**src/rtl/lpt_fifo_pkg.sv**
```systemverilog
package lpt_fifo_pkg;

  typedef enum logic [2:0] {
    PM_COMPAT   = 3'b000,
    PM_BYTE     = 3'b001,
    PM_FIFO_FWD = 3'b010,
    PM_EXT      = 3'b011,
    PM_ADDR     = 3'b100,
    PM_RSV      = 3'b101,
    PM_TEST     = 3'b110,
    PM_CFG      = 3'b111
  } port_mode_e;

  localparam int CTL_DIR_BIT = 5;

  typedef struct packed {
    logic active;
    logic eff_dir;
    logic drain;
    logic fill;
    logic host_wr_en;
    logic host_rd_en;
    logic test;
  } mode_ctl_t;

  // Mode/direction decode: which sides may push and pop the queue.
  function automatic mode_ctl_t decode_mode(logic [2:0] m, logic dir);
    mode_ctl_t c;
    c            = '0;
    c.test       = (m == PM_TEST);
    c.active     = (m == PM_FIFO_FWD) || (m == PM_EXT) || (m == PM_TEST);
    c.eff_dir    = ((m == PM_COMPAT) || (m == PM_FIFO_FWD)) ? 1'b0 : dir;
    c.drain      = (m == PM_FIFO_FWD) || ((m == PM_EXT) && !dir);
    c.fill       = (m == PM_EXT) && dir;
    c.host_wr_en = c.drain || c.test;
    c.host_rd_en = c.fill || c.test;
    return c;
  endfunction

  // Service level: low water toward the port, high water from the port.
  function automatic logic svc_level(int unsigned occ, logic act, logic dir,
                                     int unsigned wthr, int unsigned rthr);
    if (!act) return 1'b0;
    return dir ? (occ >= rthr) : (occ <= wthr);
  endfunction

endpackage

```
**src/rtl/lpt_fifo_store.sv**
```systemverilog
module lpt_fifo_store #(
  parameter int DEPTH = 16,
  parameter int DW    = 8,
  localparam int AW   = $clog2(DEPTH),
  localparam int CW   = $clog2(DEPTH + 1)
) (
  input  logic          clk,
  input  logic          rst_n,
  input  logic          flush_i,
  input  logic          push_i,
  input  logic [DW-1:0] push_data_i,
  input  logic          pop_i,
  output logic [DW-1:0] head_o,
  output logic [CW-1:0] count_o,
  output logic          full_o,
  output logic          empty_o
);

  localparam logic [CW-1:0] FULL_CNT = CW'(DEPTH);

  logic [DW-1:0] mem [DEPTH];
  logic [AW-1:0] wr_ptr, rd_ptr;
  logic [CW-1:0] count_q;

  always_ff @(posedge clk) begin
    if (push_i && !flush_i) mem[wr_ptr] <= push_data_i;
  end

  always_ff @(posedge clk) begin
    if (!rst_n || flush_i) begin
      wr_ptr  <= '0;
      rd_ptr  <= '0;
      count_q <= '0;
    end else begin
      if (push_i) wr_ptr <= wr_ptr + 1'b1;
      if (pop_i)  rd_ptr <= rd_ptr + 1'b1;
      unique case ({push_i, pop_i})
        2'b10:   count_q <= count_q + 1'b1;
        2'b01:   count_q <= count_q - 1'b1;
        default: count_q <= count_q;
      endcase
    end
  end

  assign head_o  = mem[rd_ptr];
  assign count_o = count_q;
  assign full_o  = (count_q == FULL_CNT);
  assign empty_o = (count_q == '0);

endmodule

```
**src/rtl/lpt_mode_decode.sv**
```systemverilog
module lpt_mode_decode
  import lpt_fifo_pkg::*;
(
  input  logic       clk,
  input  logic       rst_n,
  input  logic [2:0] mode_i,
  input  logic       dir_i,
  output mode_ctl_t  ctl_o,
  output logic       mode_chg_o
);

  logic [2:0] mode_q;

  always_ff @(posedge clk) begin
    if (!rst_n) mode_q <= PM_COMPAT;
    else        mode_q <= mode_i;
  end

  assign mode_chg_o = (mode_i != mode_q);
  assign ctl_o      = decode_mode(mode_i, dir_i);

endmodule

```
**src/rtl/lpt_ctl_reg.sv**
```systemverilog
module lpt_ctl_reg
  import lpt_fifo_pkg::*;
(
  input  logic       clk,
  input  logic       rst_n,
  input  logic       wr_i,
  input  logic [7:0] wdata_i,
  output logic [7:0] rdata_o,
  output logic       dir_o
);

  logic [5:0] ctl_q;
  logic [1:0] ctl_unused_hi;

  assign ctl_unused_hi = wdata_i[7:6];

  always_ff @(posedge clk) begin
    if (!rst_n)    ctl_q <= '0;
    else if (wr_i) ctl_q <= wdata_i[5:0];
  end

  assign rdata_o = {2'b00, ctl_q};
  assign dir_o   = ctl_q[CTL_DIR_BIT];

endmodule

```
**src/rtl/lpt_svc_irq.sv**
```systemverilog
module lpt_svc_irq
  import lpt_fifo_pkg::*;
#(
  parameter int DEPTH  = 16,
  parameter int WR_THR = 8,
  parameter int RD_THR = 8,
  localparam int CW    = $clog2(DEPTH + 1)
) (
  input  logic [CW-1:0] count_i,
  input  logic          active_i,
  input  logic          eff_dir_i,
  output logic          svc_o
);

  assign svc_o = svc_level(32'(count_i), active_i, eff_dir_i,
                           WR_THR, RD_THR);

endmodule

```
**src/rtl/lpt_mode_fifo.sv**
```systemverilog
module lpt_mode_fifo
  import lpt_fifo_pkg::*;
#(
  parameter int DEPTH  = 16,
  parameter int WR_THR = 8,
  parameter int RD_THR = 8,
  localparam int CW    = $clog2(DEPTH + 1)
) (
  input  logic       clk,
  input  logic       rst_n,
  input  logic [2:0] mode_i,
  input  logic       ctl_wr_i,
  input  logic [7:0] ctl_wdata_i,
  output logic [7:0] ctl_rdata_o,
  input  logic       host_wr_i,
  input  logic [7:0] host_wdata_i,
  input  logic       host_rd_i,
  output logic [7:0] host_rdata_o,
  output logic       full_o,
  output logic       empty_o,
  output logic       svc_intr_o,
  output logic       per_out_valid_o,
  input  logic       per_out_ready_i,
  output logic [7:0] per_out_data_o,
  input  logic       per_in_valid_i,
  output logic       per_in_ready_o,
  input  logic [7:0] per_in_data_i
);

  mode_ctl_t     mctl;
  logic          dir;
  logic          mode_chg;
  logic [7:0]    head;
  logic [CW-1:0] count;

  // Named internal events, also watched by the checker.
  logic push_host, push_per, pop_host, pop_per;
  logic push_any, pop_any;
  logic wr_dropped, rd_repeat;
  logic [7:0] push_data;
  logic [7:0] last_rd_q;

  lpt_ctl_reg u_ctl (
    .clk     (clk),
    .rst_n   (rst_n),
    .wr_i    (ctl_wr_i),
    .wdata_i (ctl_wdata_i),
    .rdata_o (ctl_rdata_o),
    .dir_o   (dir)
  );

  lpt_mode_decode u_dec (
    .clk        (clk),
    .rst_n      (rst_n),
    .mode_i     (mode_i),
    .dir_i      (dir),
    .ctl_o      (mctl),
    .mode_chg_o (mode_chg)
  );

  assign push_host  = host_wr_i && mctl.host_wr_en && !mode_chg && !full_o;
  assign wr_dropped = host_wr_i && mctl.host_wr_en && !mode_chg &&  full_o;
  assign pop_host   = host_rd_i && mctl.host_rd_en && !mode_chg && !empty_o;
  assign rd_repeat  = host_rd_i && mctl.host_rd_en && !mode_chg &&  empty_o;

  assign per_out_valid_o = mctl.drain && !mode_chg && !empty_o;
  assign per_in_ready_o  = mctl.fill  && !mode_chg && !full_o;
  assign per_out_data_o  = head;

  assign pop_per   = per_out_valid_o && per_out_ready_i;
  assign push_per  = per_in_valid_i  && per_in_ready_o;
  assign push_any  = push_host || push_per;
  assign pop_any   = pop_host  || pop_per;
  assign push_data = push_per ? per_in_data_i : host_wdata_i;

  lpt_fifo_store #(.DEPTH(DEPTH), .DW(8)) u_store (
    .clk         (clk),
    .rst_n       (rst_n),
    .flush_i     (mode_chg),
    .push_i      (push_any),
    .push_data_i (push_data),
    .pop_i       (pop_any),
    .head_o      (head),
    .count_o     (count),
    .full_o      (full_o),
    .empty_o     (empty_o)
  );

  always_ff @(posedge clk) begin
    if (!rst_n || mode_chg) last_rd_q <= 8'h00;
    else if (pop_host)      last_rd_q <= head;
  end
  assign host_rdata_o = last_rd_q;

  lpt_svc_irq #(.DEPTH(DEPTH), .WR_THR(WR_THR), .RD_THR(RD_THR)) u_svc (
    .count_i   (count),
    .active_i  (mctl.active),
    .eff_dir_i (mctl.eff_dir),
    .svc_o     (svc_intr_o)
  );

endmodule

```
**config.mk**
```make
export PLATFORM = sky130hd
export DESIGN_NAME = lpt_mode_fifo
export DESIGN_NICKNAME = d
export VERILOG_FILES = /design/src/rtl/lpt_fifo_pkg.sv /design/src/rtl/lpt_fifo_store.sv /design/src/rtl/lpt_mode_decode.sv /design/src/rtl/lpt_ctl_reg.sv /design/src/rtl/lpt_svc_irq.sv /design/src/rtl/lpt_mode_fifo.sv
export SDC_FILE = /design/constraint.sdc
export NUM_CORES = 1
export LEC_CHECK = 0
export ABC_AREA = 1
export CORE_MARGIN = 2
export CORE_UTILIZATION = 30
export CTS_CLUSTER_SIZE = 30
export DETAILED_ROUTE_END_ITERATION = 8
export SETUP_SLACK_MARGIN = 0.5
export SYNTH_ARGS = -nofsm -noshare
export SYNTH_HDL_FRONTEND = slang
export SYNTH_SLANG_ARGS = --single-unit
```
**constraint.sdc**
```tcl
create_clock -name clk -period 3.45 [get_ports clk]
set_input_delay 0.69 -clock clk [delete_from_list [all_inputs] [get_ports clk]]
set_output_delay 0.69 -clock clk [all_outputs]
set_load 0.1 [all_outputs]
```
==> flow_summary.json, run 1 <==
{
  "max_slew_margin": 0.339,
  "drive_above_1_share": 0.149,
  "top_usage_layer": "met2",
  "place_congestion": 0.792,
  "clk_path_buf_depth": 2,
  "synthArstFlopShare": 0,
  "syn_to_final_growth_pct": 25.5,
  "dieArea_um2": 24900,
  "critPathRequiredTime_ns": 2.76,
  "outcome": "complete, no violations",
  "grt_pass1_wl_mm": 24.4,
  "start_kind": "register",
  "crit_fanout": 35,
  "vias": 4899,
  "track_usage": 0.132,
  "crit_family": "buffers and inverters",
  "cts_root_buf": "clkbuf_16",
  "initial_core_util": 0.304,
  "design_area_um2": 8890,
  "synth_top_area_cell": "edfxtp_1",
  "fin_setup_tns_ns": 0,
  "synth_area_um2": 7090,
  "cts.sinks": 162,
  "seq_area_frac_synth": 0.638,
  "core_region_area_um2": 23300,
  "drv_cap": 0,
  "yosysWarnings": 0,
  "path_buf_inv": 2,
  "synth_commonest_cells": "edfxtp_1, inv_1, nand2_1, nand3_1, nor2_1",
  "clkPwrFrac": 0.443,
  "fin_ws_ns": 0.690,
  "fin_nets": 809,
  "antenna_found_initial": 0,
  "cp-end-kind": "output pin",
  "synth.mux.area_fraction": 0,
  "min_period_ns": 2.76,
  "fillers": 2279,
  "synth-seq-cells": 162,
  "post-route-util": 0.381,
  "cts_tree": "yes",
  "min_from": "u_ctl.ctl_q[4]",
  "finalWirelength_mm": 16.0,
  "clkLatencyLatePin_ns": 0.42,
  "cts.clk_slew.worst_paths_ns": 0.06,
  "antenna_cells": 0,
  "hold_end": "u_ctl.ctl_q[4]",
  "stdcell_count": 1097,
  "reg2reg_to": "u_store.count_o[4]",
  "swShare": 0.216,
  "row_count": 56,
  "grt_max_degree": 65,
  "skew_ns": 0.0103,
  "wire_per_inst_um": 14.5,
  "avgSynthCellArea_um2": 10.4,
  "power_density_nw_per_um2": 465,
  "internal-power_mw": 3.25,
  "gr-usage-met3": 0.0274,
  "synthCells": 684,
  "synth_flop_cell": "edfxtp_1",
  "r2r_start": "u_store.count_o[0]",
  "synth-simple-area-share": 0.148,
  "p_total_mw": 4.14,
  "use_met2": 0.222,
  "dr.pass1.iters": 5,
  "clock.fmax_mhz": 362,
  "synthTopCellsByArea": "edfxtp_1, dfxtp_1, inv_1, nand3_1, nand2_1",
  "post-route-drc-count": 0,
  "setup_viol": 0,
  "fin_crit_sh": 0.800,
  "dpl_cell_area_um2": 8280,
  "port_buffers": 58,
  "max_slew.worst_pin.slew_ns": 0.989,
  "synth_compound_area_frac": 0.103,
  "cpPeakStageDelay_ns": 0.42,
  "grt_pass1_vias": 4599,
  "synthAdderAreaFrac": 0.0187,
  "p_switching_mw": 0.894,
  "yosys.area.top_type_share": 0.542,
  "leakage_nw": 3.35,
  "ff2ff_path_depth": 15,
  "vdd_drop_max_mv": 0.362,
  "p_comb_frac": 0.046,
  "hold_depth": 2,
  "placedCellCount": 1063,
  "die_y_um": 158,
  "path_class": "register to output pin",
  "yosysMostFrequentCell": "edfxtp_1",
  "rsz0062_at_grt": "no",
  "report.final.slew_viol_count": 0,
  "crit_chain": "buf_12, a21oi_1, o21ai_0, nand3_1, nand3_1, nand2_1, buf_4",
  "critPathMostFrequentCell": "nand3_1",
  "overflow": 0,
  "routed_via_density": 4.47,
  "arrival_ns": 2.07,
  "synth_xor_xnor_area_share": 0.00988,
  "cts-buffers-inserted": 17,
  "hold_ws_ns": 0.501,
  "synth_cell_types": 34,
  "synth_top_family_by_area": "simple AND/OR/NAND/NOR gates",
  "synth_edf_count": 128,
  "hpwl_mm": 10.5,
  "h-tree-depth": 4,
  "power_frac_seq": 0.511,
  "finalHoldViolations": 0,
  "cp_slowest_cell": "dfxtp_4",
  "ant_nets": 0,
  "pin_count": 63,
  "r2r_slack_ns": 0.88,
  "die_x_um": 158,
  "drt_iter0_drc": 304,
  "holdBufCountCts": 0,
  "post-place-ws_ns": 0.0572,
  "hp-class": "register to register",
  "use_met1": 0.164
}
-- cells in the final DEF (no fill, tap or decap), drive strengths merged --
cell	instances
dlymetal6s2s	2
a21boi	1
a211oi	1
conb	2
o211ai	32
o21a	1
nand3b	1
clkdlybuf4s50	38
dfxtp	34
nand4	1
clkbuf	17
nor3	3
nor4	1
a21oi	41
a221oi	1
clkinvlp	3
xor2	5
nand3	69
edfxtp	128
dlygate4sd2	1
nor2	63
bufinv	2
buf	53
a31oi	1
clkinv	6
nand2	97
fa	1
ha	9
o21ai	50
inv	111
xnor2	3
-- what timing repair did --
action	CTS	global route
cloned	0	0
endpoints found under the setup margin	5	2
buffers inserted	1	1
gates resized for setup	1	4
-- layout make-up --
class                   instances  area [µm²]  share of cell area
flip-flops and latches        162        4530               0.509
multi-input cells             383        2080               0.234
repair buffers                 94         895               0.101
clock buffers                  17         425              0.0478
inverters                     107         404              0.0454
well taps                     319         399              0.0449
clock inverters                15         158              0.0177
-- power groups by stage --
stage	combinational, mW	clock, mW	sequential (mW)
3_3_place_gp	0.192	0	2.16
6_report	0.192	1.83	2.11
5_1_grt	0.206	1.95	2.11
2_1_floorplan	0.0825	0	2.19
3_5_place_dp	0.194	0	2.16
4_1_cts	0.194	1.87	2.11
-- metal layers --
layer / routed length [µm] / up-vias
met4: 352 / 0
met5: 0 / -
li1: - / 2472
met2: 7760 / 125
met3: 630 / 20
met1: 7210 / 2282
-- worst register-to-register path: stages, from the launching register on --
cell	delay (ns)
dfxtp_1	0.35
nor2_1	0.22
nand4_1	0.20
nand2_1	0.16
nor2_4	0.05
nand2_2	0.12
nand2_4	0.09
ha_4	0.20
fa_1	0.40
a21oi_1	0.16
nor2_1	0.06
o21ai_0	0.14
nand2_1	0.08
o21ai_0	0.15
nand2_1	0.07
nor2_1	0.07
-- state kept, by name, summed over array words and instances (netlist names), named ones only --
register         count
u_store.mem        128
u_ctl.ctl_q          6
host_rdata_o         8
u_store.count_o      5
u_store.rd_ptr       4
u_dec.mode_q         3
u_store.wr_ptr       4
-- kinds of logic (layout without fill, tap and decap cells) --
logic type,count (synthesis),in the layout
AND/OR/NAND/NOR,235,235
other,1,2
AO/OA/AOI/OAI,128,128
adder cells (fa/ha/maj),10,10
buffers and inverters,140,233
flip-flops,162,162
XOR/XNOR,8,8
-- worst max path at each step --
stage                     startpoint            endpoint  slack [ns]  cells after the start
final                       register   per_out_data_o[0]        0.69                      7
after CTS                  mode_i[2]  u_store.count_o[4]        0.50                     18
after global routing       mode_i[1]  u_store.count_o[4]        0.56                     18
after detailed placement   mode_i[1]  u_store.count_o[4]        0.06                     17
after floorplan            mode_i[0]          svc_intr_o        0.47                      3
after global placement     mode_i[1]  u_store.count_o[4]        0.08                     17
No activity file was read; power rests on OpenSTA's default activity.
==> inputs of run 2 (changes only) <==
==> constraint.sdc (replaced) <==
create_clock -name clk -period 2.9 [get_ports clk]
set_input_delay 0.58 -clock clk [delete_from_list [all_inputs] [get_ports clk]]
set_output_delay 0.58 -clock clk [all_outputs]
set_load 0.1 [all_outputs]
==> flow_summary.json, run 2 (synthesized netlist as in run 1, its figures left out) <==
{
  "outcome": "complete, no violations",
  "leakage_nw": 3.71,
  "report.final.slew_viol_count": 0,
  "finalWirelength_mm": 17.9,
  "layout.cells.most_common": "edfxtp_1",
  "pin_count": 63,
  "syn_to_final_growth_pct": 36.3,
  "grt_pass1_wl_mm": 27.1,
  "crit_family": "buffers and inverters",
  "cts.sinks": 162,
  "clk_path_buf_depth": 2,
  "cp_num_cells": 8,
  "antenna_found_initial": 0,
  "regMostFlops": "u_store.mem",
  "crit_chain": "buf_12, buf_16, a21oi_1, o21ai_0, nand3_1, nand3_2, nand2_4, buf_12",
  "r2r_start": "u_store.count_o[4]",
  "port_buffers": 58,
  "p_total_mw": 4.84,
  "setup_viol": 0,
  "drive_above_1_share": 0.277,
  "vdd_drop_max_mv": 0.469,
  "min_from": "mode_i[1]",
  "cpPeakStageDelay_ns": 0.38,
  "post-route-drc-count": 0,
  "hpwl_mm": 10.9,
  "hold_depth": 3,
  "overflow": 0,
  "arrival_ns": 1.89,
  "critPathRequiredTime_ns": 2.32,
  "cp-end-kind": "output pin",
  "mostFrequentLayoutCells": "edfxtp_1, inv_1, buf_4",
  "drv_cap": 0,
  "wire_per_inst_um": 15.8,
  "cp_slowest_cell": "dfxtp_4",
  "reg2reg_to": "u_store.count_o[4]",
  "path_class": "register to output pin",
  "track_usage": 0.147,
  "clkLatencyLatePin_ns": 0.43,
  "ant_nets": 0,
  "largest_reg_flops": 128,
  "min_period_ns": 2.47,
  "initial_core_util": 0.304,
  "core_region_area_um2": 23300,
  "r2r_slack_ns": 0.53,
  "fillers": 2191,
  "critPathMostFrequentCell": "buf_12",
  "stdcell_count": 1138,
  "hp-class": "input port to register",
  "drt_iter0_drc": 323,
  "routed_via_density": 4.55,
  "h-tree-depth": 4,
  "grt_max_degree": 33,
  "finalHoldViolations": 0,
  "fin_crit_sh": 0.852,
  "vias": 5182,
  "placedCellCount": 1084,
  "die_x_um": 158,
  "fin_nets": 850,
  "skew_ns": 0.0130,
  "dieArea_um2": 24900,
  "cts_root_buf": "clkbuf_16",
  "cts_tree": "yes",
  "path_buf_inv": 3,
  "cts-buffers-inserted": 17,
  "die_y_um": 158,
  "cts.clk_slew.worst_paths_ns": 0.06,
  "antenna_cells": 0,
  "power_density_nw_per_um2": 501,
  "place_congestion": 0.763,
  "crit_fanout": 16,
  "hold_end": "u_dec.mode_q[1]",
  "clock.fmax_mhz": 405,
  "grt_pass1_vias": 4939,
  "ff2ff_path_depth": 15,
  "row_count": 56,
  "rsz0062_at_grt": "yes",
  "dr.pass1.iters": 5,
  "start_kind": "register"
}
[run 2: worst reg2reg max path, cell delays in order (launching register included)]
cell     delay (ns)
dfxtp_1        0.33
inv_1          0.14
nand4_1        0.21
nand2_1        0.18
nor2_4         0.06
nand2_4        0.06
nand2_4        0.06
ha_4           0.16
fa_1           0.39
a21oi_2        0.15
nor2_2         0.07
o21ai_2        0.11
nand2_2        0.08
o21ai_2        0.14
nand2_1        0.06
nor2_1         0.10
[run 2: worst max-delay path by stage]
stage,from,end,slack [ns]
6_report,register,per_out_data_o[0],0.43
5_1_grt,u_store.count_o[4],u_store.count_o[4],0.36
4_1_cts,register,per_out_data_o[6],0.45
3_5_place_dp,mode_i[0],u_store.count_o[4],-0.32
3_3_place_gp,mode_i[0],u_store.count_o[4],-0.27
2_1_floorplan,mode_i[0],u_store.count_o[4],0.12
[run 2: layout make-up]
type	instances	area [µm²]	area share
sequential	162	4540	0.470
inverter	107	410	0.0425
multi-input combinational	383	2320	0.240
tap	319	399	0.0413
clock inverter	13	110	0.0114
clock buffer	19	433	0.0448
timing repair buffer	135	1450	0.150
[run 2: layer usage]
metal | part of all wire | global-route usage
met4 | 0.027 | 0.0610
met5 | 0 | 0
met1 | 0.43 | 0.186
met3 | 0.052 | 0.0266
met2 | 0.49 | 0.246
[run 2: stage by stage]
stage | cell area (µm²) | setup TNS, ns | utilization | hold WS, ns | worst slack [ns]
after global placement | 8530 | -0.456 | 0.366 | 0.485 | -0.269
after CTS | 9480 | 0 | 0.406 | 0.423 | 0.447
after floorplan | 7210 | 0 | - | 0.487 | 0.121
after global routing | 9660 | 0 | 0.414 | 0.461 | 0.360
final | 9660 | 0 | 0.414 | 0.425 | 0.430
after detailed placement | 8530 | -0.619 | 0.366 | 0.496 | -0.323
[run 2: power by group]
| part | internal [mW] | switching, mW | total (mW) |
|---|---|---|---|
| logic | 0.0920 | 0.158 | 0.250 |
| registers | 2.51 | 0.00654 | 2.52 |
| clock network | 1.18 | 0.900 | 2.08 |
[run 2: timing repair]
item,in CTS,in global routing
gates resized for setup,66,37
cloned,6,2
buffers inserted,9,5
pin swaps,26,28
hold buffers,0,0
setup endpoints to repair,14,11
